$ cat config.mk
export PLATFORM = sky130hd
export DESIGN_NAME = spc_counter
export DESIGN_NICKNAME = d
export VERILOG_FILES = /design/src/rtl/spc_pkg.sv /design/src/rtl/spc_ctrl.sv /design/src/rtl/spc_step.sv /design/src/rtl/spc_counter.sv
export SDC_FILE = /design/constraint.sdc
export NUM_CORES = 1
export LEC_CHECK = 0
export ABC_CLOCK_PERIOD_IN_PS = 3800
export BUFFER_PORTS_ARGS = -buffer_cell sky130_fd_sc_hd__buf_4
export CAP_MARGIN = 20
export CORE_AREA = 5 5 42 44
export DETAILED_ROUTE_END_ITERATION = 6
export DIE_AREA = 0 0 47 49
export GPL_TIMING_DRIVEN = 0
export HOLD_SLACK_MARGIN = 0.12
export SLEW_MARGIN = 30
export SYNTH_ARGS = -nofsm -noshare
export SYNTH_HDL_FRONTEND = slang
export SYNTH_SLANG_ARGS = --single-unit
$ cat constraint.sdc
create_clock -name clk -period 3.8 [get_ports clk]
set_input_delay 0.38 -clock clk [delete_from_list [all_inputs] [get_ports clk]]
set_output_delay 0.38 -clock clk [all_outputs]
set_load 0.005 [all_outputs]
$ cat src/rtl/spc_pkg.sv
package spc_pkg;
    localparam int CNT_W = 4;

    typedef logic [CNT_W-1:0] cnt_t;

    // Operation chosen for the coming edge, in priority order.
    typedef enum logic [1:0] {
        OP_HOLD  = 2'd0,
        OP_STEP  = 2'd1,
        OP_LOAD  = 2'd2,
        OP_CLEAR = 2'd3
    } spc_op_e;

    typedef struct packed {
        cnt_t cnt;
    } spc_state_t;
endpackage

$ cat src/rtl/spc_ctrl.sv
module spc_ctrl
    import spc_pkg::*;
(
    input  logic    clr_n,
    input  logic    load_n,
    input  logic    cnt_en,
    input  logic    carry_in,
    output spc_op_e op
);
    // Clear wins over load, and load wins over counting.
    always_comb begin
        if (!clr_n) begin
            op = OP_CLEAR;
        end else if (!load_n) begin
            op = OP_LOAD;
        end else if (cnt_en && carry_in) begin
            op = OP_STEP;
        end else begin
            op = OP_HOLD;
        end
    end
endmodule

$ cat src/rtl/spc_step.sv
module spc_step
    import spc_pkg::*;
#(
    parameter bit DECADE = 1'b1
) (
    input  cnt_t cur,
    output cnt_t inc,
    output logic at_max
);
    localparam cnt_t MAX_V = DECADE ? cnt_t'(9) : cnt_t'((1 << CNT_W) - 1);

    assign at_max = (cur == MAX_V);

    generate
        if (DECADE) begin : g_dec
            // Values above 9 keep stepping up; the width wrap returns 15 to 0.
            assign inc = at_max ? '0 : cur + cnt_t'(1);
        end else begin : g_bin
            assign inc = cur + cnt_t'(1);
        end
    endgenerate
endmodule

$ cat src/rtl/spc_counter.sv
module spc_counter
    import spc_pkg::*;
#(
    parameter bit DECADE    = 1'b1,
    parameter bit ASYNC_CLR = 1'b0
) (
    input  logic             clk,
    input  logic             clr_n,
    input  logic             load_n,
    input  logic             cnt_en,
    input  logic             carry_in,
    input  logic [CNT_W-1:0] din,
    output logic [CNT_W-1:0] count,
    output logic             carry_out
);
    localparam cnt_t MAX_V = DECADE ? cnt_t'(9) : cnt_t'((1 << CNT_W) - 1);

    spc_state_t st_d, st_q;
    spc_op_e    op;
    cnt_t       inc;
    logic       at_max;

    spc_ctrl u_ctrl (
        .clr_n    (clr_n),
        .load_n   (load_n),
        .cnt_en   (cnt_en),
        .carry_in (carry_in),
        .op       (op)
    );

    spc_step #(.DECADE(DECADE)) u_step (
        .cur    (st_q.cnt),
        .inc    (inc),
        .at_max (at_max)
    );

    always_comb begin
        st_d = st_q;
        case (op)
            OP_CLEAR: st_d.cnt = '0;
            OP_LOAD:  st_d.cnt = din;
            OP_STEP:  st_d.cnt = inc;
            default:  st_d.cnt = st_q.cnt;
        endcase
    end

    generate
        if (ASYNC_CLR) begin : g_async
            always_ff @(posedge clk or negedge clr_n) begin
                if (!clr_n) begin
                    st_q <= '0;
                end else begin
                    st_q <= st_d;
                end
            end
        end else begin : g_sync
            always_ff @(posedge clk) begin
                st_q <= st_d;
            end
        end
    endgenerate

    assign count     = st_q.cnt;
    assign carry_out = carry_in & at_max;

    // Assertions: armed after the first clear seen at an edge.
    logic armed_q;
    always_ff @(posedge clk) begin
        if (!clr_n) begin
            armed_q <= 1'b1;
        end
    end

    a_r1_step: assert property (@(posedge clk) disable iff (!armed_q || !clr_n)
        (load_n && cnt_en && carry_in && count != MAX_V && count != cnt_t'((1 << CNT_W) - 1))
        |=> (count == cnt_t'($past(count) + cnt_t'(1))));

    a_r2_hold: assert property (@(posedge clk) disable iff (!armed_q || !clr_n)
        (load_n && !cnt_en) |=> $stable(count));

    a_r3_hold: assert property (@(posedge clk) disable iff (!armed_q || !clr_n)
        (load_n && !carry_in) |=> $stable(count));

    a_r4_load: assert property (@(posedge clk) disable iff (!armed_q || !clr_n)
        !load_n |=> (count == $past(din)));

    // a carry that is allowed to count must wrap the digit.
    a_r8_wrap: assert property (@(posedge clk) disable iff (!armed_q || !clr_n)
        (carry_out && cnt_en && load_n) |=> (count == '0));

    generate
        if (ASYNC_CLR) begin : g_chk_async
            a_r6_async_clear: assert property (@(posedge clk) disable iff (!armed_q)
                !clr_n |-> (count == '0));
        end else begin : g_chk_sync
            a_r5_sync_clear: assert property (@(posedge clk) disable iff (!armed_q)
                !clr_n |=> (count == '0));
        end
    endgenerate
endmodule

* Yosys cells after proc, flatten, opt, wreduce, memory -nomap -nowiden *
Cells that the tools add are included.

storage, ports and cells
  output and inout bits = 5
  register bits after elaboration = 4
  memories = 0
  bits in writable memories = 0
  word-level logic and storage cells = 14
  input port bits = 9
  latch bits = 0
  memory bits (read-only) = 0

cells by class
  multiply operators = 0
  bitwise operators = 1
  muxes and demuxes = 5
  divide/modulo/power cells = 0
  eq/ne operators = 4
  reductions and logical operators = 2
  shift operators = 0
  $add $sub $neg = 1
  $lt $le $gt $ge = 0

operators by type and width
  kind                 count
  $pmux 4 s3           1
  $add 4x1->4 const B  1
  $eq 2x2->1 const B   2
  $eq 4x4->1 const B   1
  $mux 2               2
  $mux 4               1
  $reduce_bool 3->1    1
  $eq 2x1->1 const B   1
  $and 1x1->1          1
  $logic_and 1x1->1    1
  $mux 1               1

* Logic depth before layout (Yosys ltp) *
Gate-level depths: netlist of the first run.

  depth after elaboration = 6
  mapped depth = 5
  depth with buffers taken out = 5

* Hierarchy *
A second synthesis of the first run with hierarchy kept.

unflattened totals
  cell total of the unflattened synthesis = 33
  area, all modules = 314.1 um^2

by module, submodules not included
  module       sequential area each (um^2)  cells each  times used  area an instance (um^2)
  spc_counter  120.1                        19          1           230.2
  spc_step     0.0                          11          1           71.3
  spc_ctrl     0.0                          3           1           12.5

* Worst setup path after synthesis of the first run *
No wires, ideal clock.

  kind = reg2out
  start = register st_q, in the netlist count[1]
  end = output port carry_out
  path slack = 2.501 ns
  cell stages (with the launch flop) = 5
  path buffers = 0
  data arrival time = 0.919 ns
  data required time = 3.420 ns
  cells stage by stage = edfxtp_1 > inv_1 > ha_1 > nand2_1 > nor3b_1

on the way
  longest elaborated chain between the ends = 2

ends and longest elaborated chain
  what                    line               text
  from (decl)             spc_counter.sv:18  spc_state_t st_d, st_q;
  from (signal assigned)  spc_counter.sv:58  st_q <= st_d;
  $eq 4x4->1              spc_step.sv:12     assign at_max = (cur == MAX_V);
  $and 1x1->1             spc_counter.sv:64  assign carry_out = carry_in & at_max;
  to (decl)               spc_counter.sv:14  output logic carry_out

No other way between the ends.

* Worst setup path in the final report of the first run *
Ends and elaborated chain as after synthesis.

==> results.md, run 1 <==
- Initial antenna violation count: 0
- Yosys top cell area share: approximately 45%
- WL met1: around 260 um
- Final wirelength: between 600 and 700 um
- Post-route minimum period: about 1700 ps
- Cells after Synth: 25
- Syn Std Cell Area: approximately 270 sq um
- Core box area: 1400 sq um
- Critical Path Sink Type: primary output
- Initial Utilization: a little under a fifth
- Critical path class: reg -> out
- Area grow syn2layout: 52.1%
- # port buffers: 13
- Pre-antenna DRT Iters: 2
- Ranking of synthesized cells by area: edfxtp_1 (45%), o21ai_2 (16%), ha_1 (9.3%)
- Number of global-route vias before repair: between 200 and 250
- Run status: complete, no violations
- Mapped Nets: 36
- DR WL met2: about 270 um
- Fin nets: between 50 and 60
- Setup violations, final: 0
- Max cap viols: 0
- DR iter-0 viols: 1
- Multi-input gate area: around 150 sq um
- CTS clock-pin slew for the worst setup and hold paths: around 40 ps
- Max-slew headroom: roughly 80%
- PostCTS Resize Cnt: 0
- GR Overflow Total: 0
- # hold bufs at CTS: 0
- Hold EP: count[3]
- Distinct cells, synth: 11
- R2R Path Start: count[1]
- Design area: about 410 sq um
- Post-CTS Setup Repair Bufs: 0
- Crit Path Max Fanout: 4
- Fin crit share: approximately 44%
- Post-route ant nets: 0
- Clock Tree Buf Depth: 2
- Largest area contributor in the netlist: edfxtp_1
- Worst R2R Setup Slack: approximately 2500 ps
- Final hold slack: between 400 and 500 ps
- Worst Path Required: roughly 3400 ps
- Hold Crit Class: in -> reg
- Die ar.: ~2300 sq um
- Final hold violation count: 0
- Yosys warns: 0
- Fill cell count: 162
- Clock tree sinks: 4
- RSZ-0062 raised after global routing: false
- I/O pin count: 14
- Achievable Freq: roughly 600 MHz
- Mapped Avg Cell Area: ~11 sq um
- Pins Over Slew Limit: 0
- Vias per cell: roughly 4.1
- Row count: 14
- Startpoint types: flip-flop
- Fraction of layout cells with a size suffix above 1: a little under three fifths
- Highest Signal Layer: met4
- Overall power: 0.000137 W
- WHS Path Cells: 3
- CTS tree: built
- HPWL after detailed placement: between 500 and 600 um
- Pleak: between 0.15 and 0.2 nW
- Synthesis-stage register bit count: 4
- Placer congestion estimate: 0.660
- Power density over cell area: ~340 nW/um^2
- TritonCTS Buffers: 3
- Die height: 49 um
- Die width: approximately 47 um
- Register area: ~120 sq um
- Root Driver: clkbuf_4
- FF-to-FF End: count[2]
- Vias: approximately 230
- Pin count of the biggest net entering global routing: 6
- # DRC: 0
- Post-layout utilization of the core: 29.2%
- CP arrival: 1290 ps
- DR WL met3: 97 um
- Register area share after synthesis: between 40 and 50%
- Worst-margin pin slew: around 300 ps
- Total GRT Usage: 6.78%
- Fin Setup TNS: 0 ps
- Routed WL per cell: around 11 um
- Peak supply drop: about 90 uV
- Diodes inserted: 0
- Max FFs per register: 4
- Worst skew pair latency: approximately 240 ps
- First-pass GRT wire length: around 1000 um
- Reg2Reg Depth: 5
- Dpl cell area: 387 sq um
- Clock skew: about 0.27 ps
- Max H-tree Level: 1
- Hold Startpoint: din[3]
==> logic make-up (layout without fill, tap and decap cells) <==
kind of cell               Yosys count  count (layout)  share of synthesized area, %
adders and majority gates            2               2                          9.30
DFF                                  4               4                          44.7
buffers and inverters                1              17                          1.39
and+or+nand+nor                     11              11                          21.9
xor gates and xnor gates             2               2                          6.51
AOI/OAI and AO/OA                    5               5                          16.3
==> Yosys cell counts <==
cell type  instances
inv_1              1
xor2_1             1
and4_2             1
edfxtp_1           4
xnor2_1            1
nor3b_1            1
o21ai_2            5
nand2_1            6
and2b_2            1
ha_1               2
nand3_1            2
==> area by class of cell <==
class                   instances  share of cell area [%]
multi-input cells              20                    35.5
clock buffers                   3                    5.50
inverters                       1                   0.917
well taps                      16                    4.89
repair buffers                 13                    23.9
flip-flops and latches          4                    29.4
==> per-stage QoR <==
stage               worst slack [ps]  instances
finish                          2130         57
global placement                2350         54
global route                    2010         57
floorplan                       2500         25
CTS                             2080         57
detailed placement              2340         54
==> cell usage in the layout (no fill, tap or decap) <==
| master | instances |
|---|---|
| and4_2 | 1 |
| buf_4 | 13 |
| nor3b_1 | 1 |
| clkbuf_4 | 3 |
| xnor2_1 | 1 |
| inv_1 | 1 |
| xor2_1 | 1 |
| and2b_2 | 1 |
| nand2_1 | 6 |
| edfxtp_1 | 4 |
| ha_1 | 2 |
| o21ai_2 | 5 |
| nand3_1 | 2 |
==> metal layers <==
metal / GRT usage, % / vias up
li1: - / 121
met1: 7.10 / 97
met2: 8.60 / 11
met3: 4.06 / 2
met4: 6.91 / 0
met5: 0 / -
==> worst max-delay path by stage <==
stage / startpoint / to / slack, ps / depth (start not counted)
final: count[1] / carry_out / 2130 / 5
after global routing: count[1] / carry_out / 2010 / 5
after CTS: count[1] / carry_out / 2080 / 5
after detailed placement: count[1] / carry_out / 2340 / 5
after global placement: count[1] / carry_out / 2350 / 5
after floorplan: count[1] / carry_out / 2500 / 4
==> worst max-delay path: stages, from the launching register on <==
cell      delay [ps]
edfxtp_1         420
inv_1             80
ha_1             130
nand2_1           70
nor3b_1          210
buf_4            140
==> power breakdown <==
group | switching (W) | internal, W | total (W)
clock | 0.0000194 | 0.0000355 | 0.0000549
sequential | 0.00000452 | 0.0000532 | 0.0000577
combinational | 0.00000984 | 0.0000146 | 0.0000245
total | 0.0000338 | 0.000103 | 0.000137
(Power assumes the default switching activity.)
==> inputs of run 2 (changes only) <==
--- a/config.mk
+++ b/config.mk
@@ -5,7 +5,8 @@
 export SDC_FILE = /design/constraint.sdc
 export NUM_CORES = 1
 export LEC_CHECK = 0
-export ABC_CLOCK_PERIOD_IN_PS = 3800
+export ABC_AREA = 1
+export ABC_CLOCK_PERIOD_IN_PS = 1400
 export BUFFER_PORTS_ARGS = -buffer_cell sky130_fd_sc_hd__buf_4
 export CAP_MARGIN = 20
 export CORE_AREA = 5 5 42 44
==> constraint.sdc (replaced) <==
create_clock -name clk -period 1.4 [get_ports clk]
set_input_delay 0.14 -clock clk [delete_from_list [all_inputs] [get_ports clk]]
set_output_delay 0.14 -clock clk [all_outputs]
set_load 0.005 [all_outputs]
==> run 2 against run 1 <==
Combinational power rose to 3.7 times the previous value. Worst setup slack got worse by 2100 ps. Die area did not move. Sequential power rose to 2.7 times the previous value. Via count rose by 22%. Synthesized area rose by 17%. Cell count rose by 25%. Global-route usage fell by 0.13 points. Worst hold slack got worse by 190 ps. Power rose to 2.8 times the previous value. Synthesized cell count rose by 48%.
==> results.md, run 2 <==
- Register area: 120 sq um (unchanged)
- TritonCTS Buffers: 3 (unchanged)
- NetSw: 0.0000960 W (was 0.0000338 W)
- Slowest stage delay, CP: 380 ps (was 420 ps)
- Run status: complete, no violations (unchanged)
- Die height: 49 um (unchanged)
- Crit Path Max Fanout: 2 (was 4)
- Hold Crit Class: in -> reg (unchanged)
- Int Power: 0.000291 W (was 0.000103 W)
- Routed WL per cell: 9.24 um (was 11.1 um)
- Fin Setup TNS: 0 ps (unchanged)
- Worst-margin pin slew: 210 ps (was 304 ps)
- Worst skew pair latency: 230 ps (was 240 ps)
- CTS clock-pin slew for the worst setup and hold paths: 40 ps (about the same)
- Pre-antenna DRT Iters: 2 (unchanged)
- Achievable Freq: 757 MHz
- Critical path class: reg -> out (unchanged)
- Register share of total power: 40.3% (was 42.1%)
- Area grow syn2layout: 50.2% (was 52.1%)
- Final wirelength: 656 um (was 635 um)
- CP arrival: 1180 ps (was 1290 ps)
- Overall power: 0.000387 W (was 0.000137 W)
- Most frequent cells after synthesis: nand2_1 (8), inv_1 (6), nand3_1 (5), edfxtp_1 (4) (was nand2_1 (6), o21ai_2 (5), edfxtp_1 (4), ha_1 (2), nand3_1 (2))
- Setup violations, final: 0 (unchanged)
- Initial antenna violation count: 0 (unchanged)
- Row count: 14 (unchanged)
- Max H-tree Level: 1 (unchanged)
- Vias: 282 (was 231)
- Pin count of the biggest net entering global routing: 7 (was 6)
- Critical Path Sink Type: primary output (unchanged)
- Ys async rst share: 0% (unchanged)
- Synthesis-stage register bit count: 4 (unchanged)
- Fin nets: 68 (was 54)
- Final hold violation count: 0 (unchanged)
- Clock tree sinks: 4 (unchanged)
- Root Driver: clkbuf_4 (unchanged)
- Max FFs per register: 4 (unchanged)
- Diodes inserted: 0 (unchanged)
- Die ar.: 2300 sq um (unchanged)
- Core box area: 1400 sq um (unchanged)
- Post-synth EDFFs: 4 (unchanged)
- CP Cell Sequence: inv_1 -> ha_2 -> nand3b_4 -> nor2_1 -> buf_4 (was inv_1 -> ha_1 -> nand2_1 -> nor3b_1 -> buf_4)
- Post-route minimum period: approximately 1300 ps
- Placer congestion estimate: 0.715 (was 0.660)
- Startpoint types: flip-flop (unchanged)
- Mapped Nets: 48 (was 36)
- Multi-input gate area: 174 sq um (was 145 sq um)
- First-pass GRT wire length: 1060 um (was 1000 um)
- Power density over cell area: 820 nW/um^2 (was 335 nW/um^2)
- Fill cell count: 170 (was 162)
- Clock Tree Buf Depth: 2 (unchanged)
- Fraction of layout cells with a size suffix above 1: 47.3% (was 56.1%)
- Largest area contributor in the netlist: edfxtp_1 (unchanged)
- Worst Path Required: 1260 ps (was 3420 ps)
- Most used flip-flop cell after synthesis: edfxtp_1 (unchanged)
- Syn Std Cell Area: 314 sq um (was 269 sq um)
- Initial Utilization: 22.4% (was 19.2%)
- Max-slew headroom: 85.9% (was 79.7%)
- Distinct cells, synth: 12 (was 11)
- Pleak: 0.256 nW (was 0.180 nW)
- Vias per cell: 3.97 (was 4.05)
- # DRC: 0 (unchanged)
- Total GRT Usage: 6.65% (was 6.78%)
- Yosys top cell area share: 38.2% (was 44.7%)
- HPWL after detailed placement: 529 um (was 510 um)
- Fin crit share: a little over nine tenths
- Yosys warns: 0 (unchanged)
- CP max stage cell: edfxtp_1 (unchanged)
- Peak supply drop: 309 uV (was 89.5 uV)
- Final hold slack: 230 ps (was 416 ps)
- Max cap viols: 0 (unchanged)
- # hold bufs at CTS: 0 (unchanged)
- I/O pin count: 14 (unchanged)
- GR Overflow Total: 0 (unchanged)
- Cell with the most instances after synthesis: nand2_1 (unchanged)
- Clk network pwr share: 36.4% (was 40.0%)
- Cells after Synth: 37 (was 25)
- DR iter-0 viols: 2 (was 1)
- CTS tree: built (unchanged)
- Mapped Avg Cell Area: 8.49 sq um (was 10.8 sq um)
- Ranking of synthesized cells by area: edfxtp_1 (38%), nand2_1 (9.6%), o21ai_2 (8.4%) (was edfxtp_1 (45%), o21ai_2 (16%), ha_1 (9.3%))
- Most common cell after layout, fill and taps aside: buf_4 (unchanged)
- Post-route ant nets: 0 (unchanged)
- RSZ-0062 raised after global routing: false (unchanged)
- Gate power share: 23.3% (was 17.8%)
- Number of global-route vias before repair: 302 (was 241)
- Pins Over Slew Limit: 0 (unchanged)
- Most frequent cells in the layout: buf_4 (15), nand2_1 (8), inv_1 (6) (was buf_4 (13), nand2_1 (6), o21ai_2 (5))
- Switching part of the total: 24.8% (was 24.6%)
- # port buffers: 13 (unchanged)
- Die width: 47 um (unchanged)
- Clock skew: 0.707 ps (was 0.271 ps)
- Register area share after synthesis: 38.2% (was 44.7%)
==> run 2: changes by cell type after synthesis, sizes merged <==
| cell | delta |
|---|---|
| nand2 | +4 |
| nor2 | +4 |
| and4 | -1 |
| nor3b | -1 |
| and2b | -1 |
| nand3b | +1 |
| nand3 | +3 |
| inv | +5 |
| o21ai | -2 |
| xor2 | -1 |
| nand4 | +1 |
==> run 2: cell families after synthesis <==
family	after synthesis	synth area share (%)
adder cells (fa/ha/maj)	2	7.97
XOR/XNOR	1	2.79
AND/OR/NAND/NOR	21	35.5
flip-flops	4	38.2
buffers and inverters	6	7.17
AO/OA/AOI/OAI	3	8.37
==> run 2: cell type report <==
class / instances / share of cell area [%]
Clock buffer: 3 / 4.77
Sequential cell: 4 / 25.5
Inverter: 6 / 4.77
Tap cell: 16 / 4.24
Timing Repair Buffer: 15 / 23.9
Multi-Input combinational cell: 27 / 36.9
==> run 2: worst paths after layout <==
check | start | end | slack (ps) | cells after the start
max | count[1] | carry_out | 80 | 5
min | din[0] | count[0] | 230 | 3
max reg2reg | count[1] | count[2] | 120 | 4
min reg2reg | count[0] | count[0] | 750 | 2
==> run 2: timing repair <==
item                       in CTS  in global routing
resized for setup               0                  1
setup endpoints to repair       1                  1
pin swaps                       0                  0
setup buffers                   2                  0
==> run 2: through the flow <==
stage / std cells / instance area, sq um / utilization [%] / setup WS (ps)
finish: 71 / 472 / 33.7 / 79.0
global route: 71 / 472 / 33.7 / 8.48
CTS: 71 / 469 / 33.5 / 76.5
detailed placement: 66 / 432 / 30.8 / 117
global placement: 66 / 432 / 30.8 / 109
floorplan: 37 / 314 / - / 179
==> run 2: metal layers <==
metal	track usage (%)	vias up	wire (um)
met3	2.21	0	46
met2	9.95	10	337
li1	-	158	-
met4	5.53	0	0
met1	7.13	114	272
met5	0	-	0
==> run 2: critical path: cells and delay by family (launching register included) <==
kind | cells | cell delay (ps)
and+or+nand+nor | 2 | 180
buffers and inverters | 2 | 190
DFF | 1 | 380
adders and majority gates | 1 | 200
==> run 2: power by group through the flow <==
stage               logic [W]  clock network (W)  registers (W)
floorplan           0.0000370                  0       0.000160
global placement    0.0000773                  0       0.000162
detailed placement  0.0000773                  0       0.000163
CTS                 0.0000900           0.000147       0.000156
global route        0.0000990           0.000153       0.000157
finish              0.0000900           0.000141       0.000156
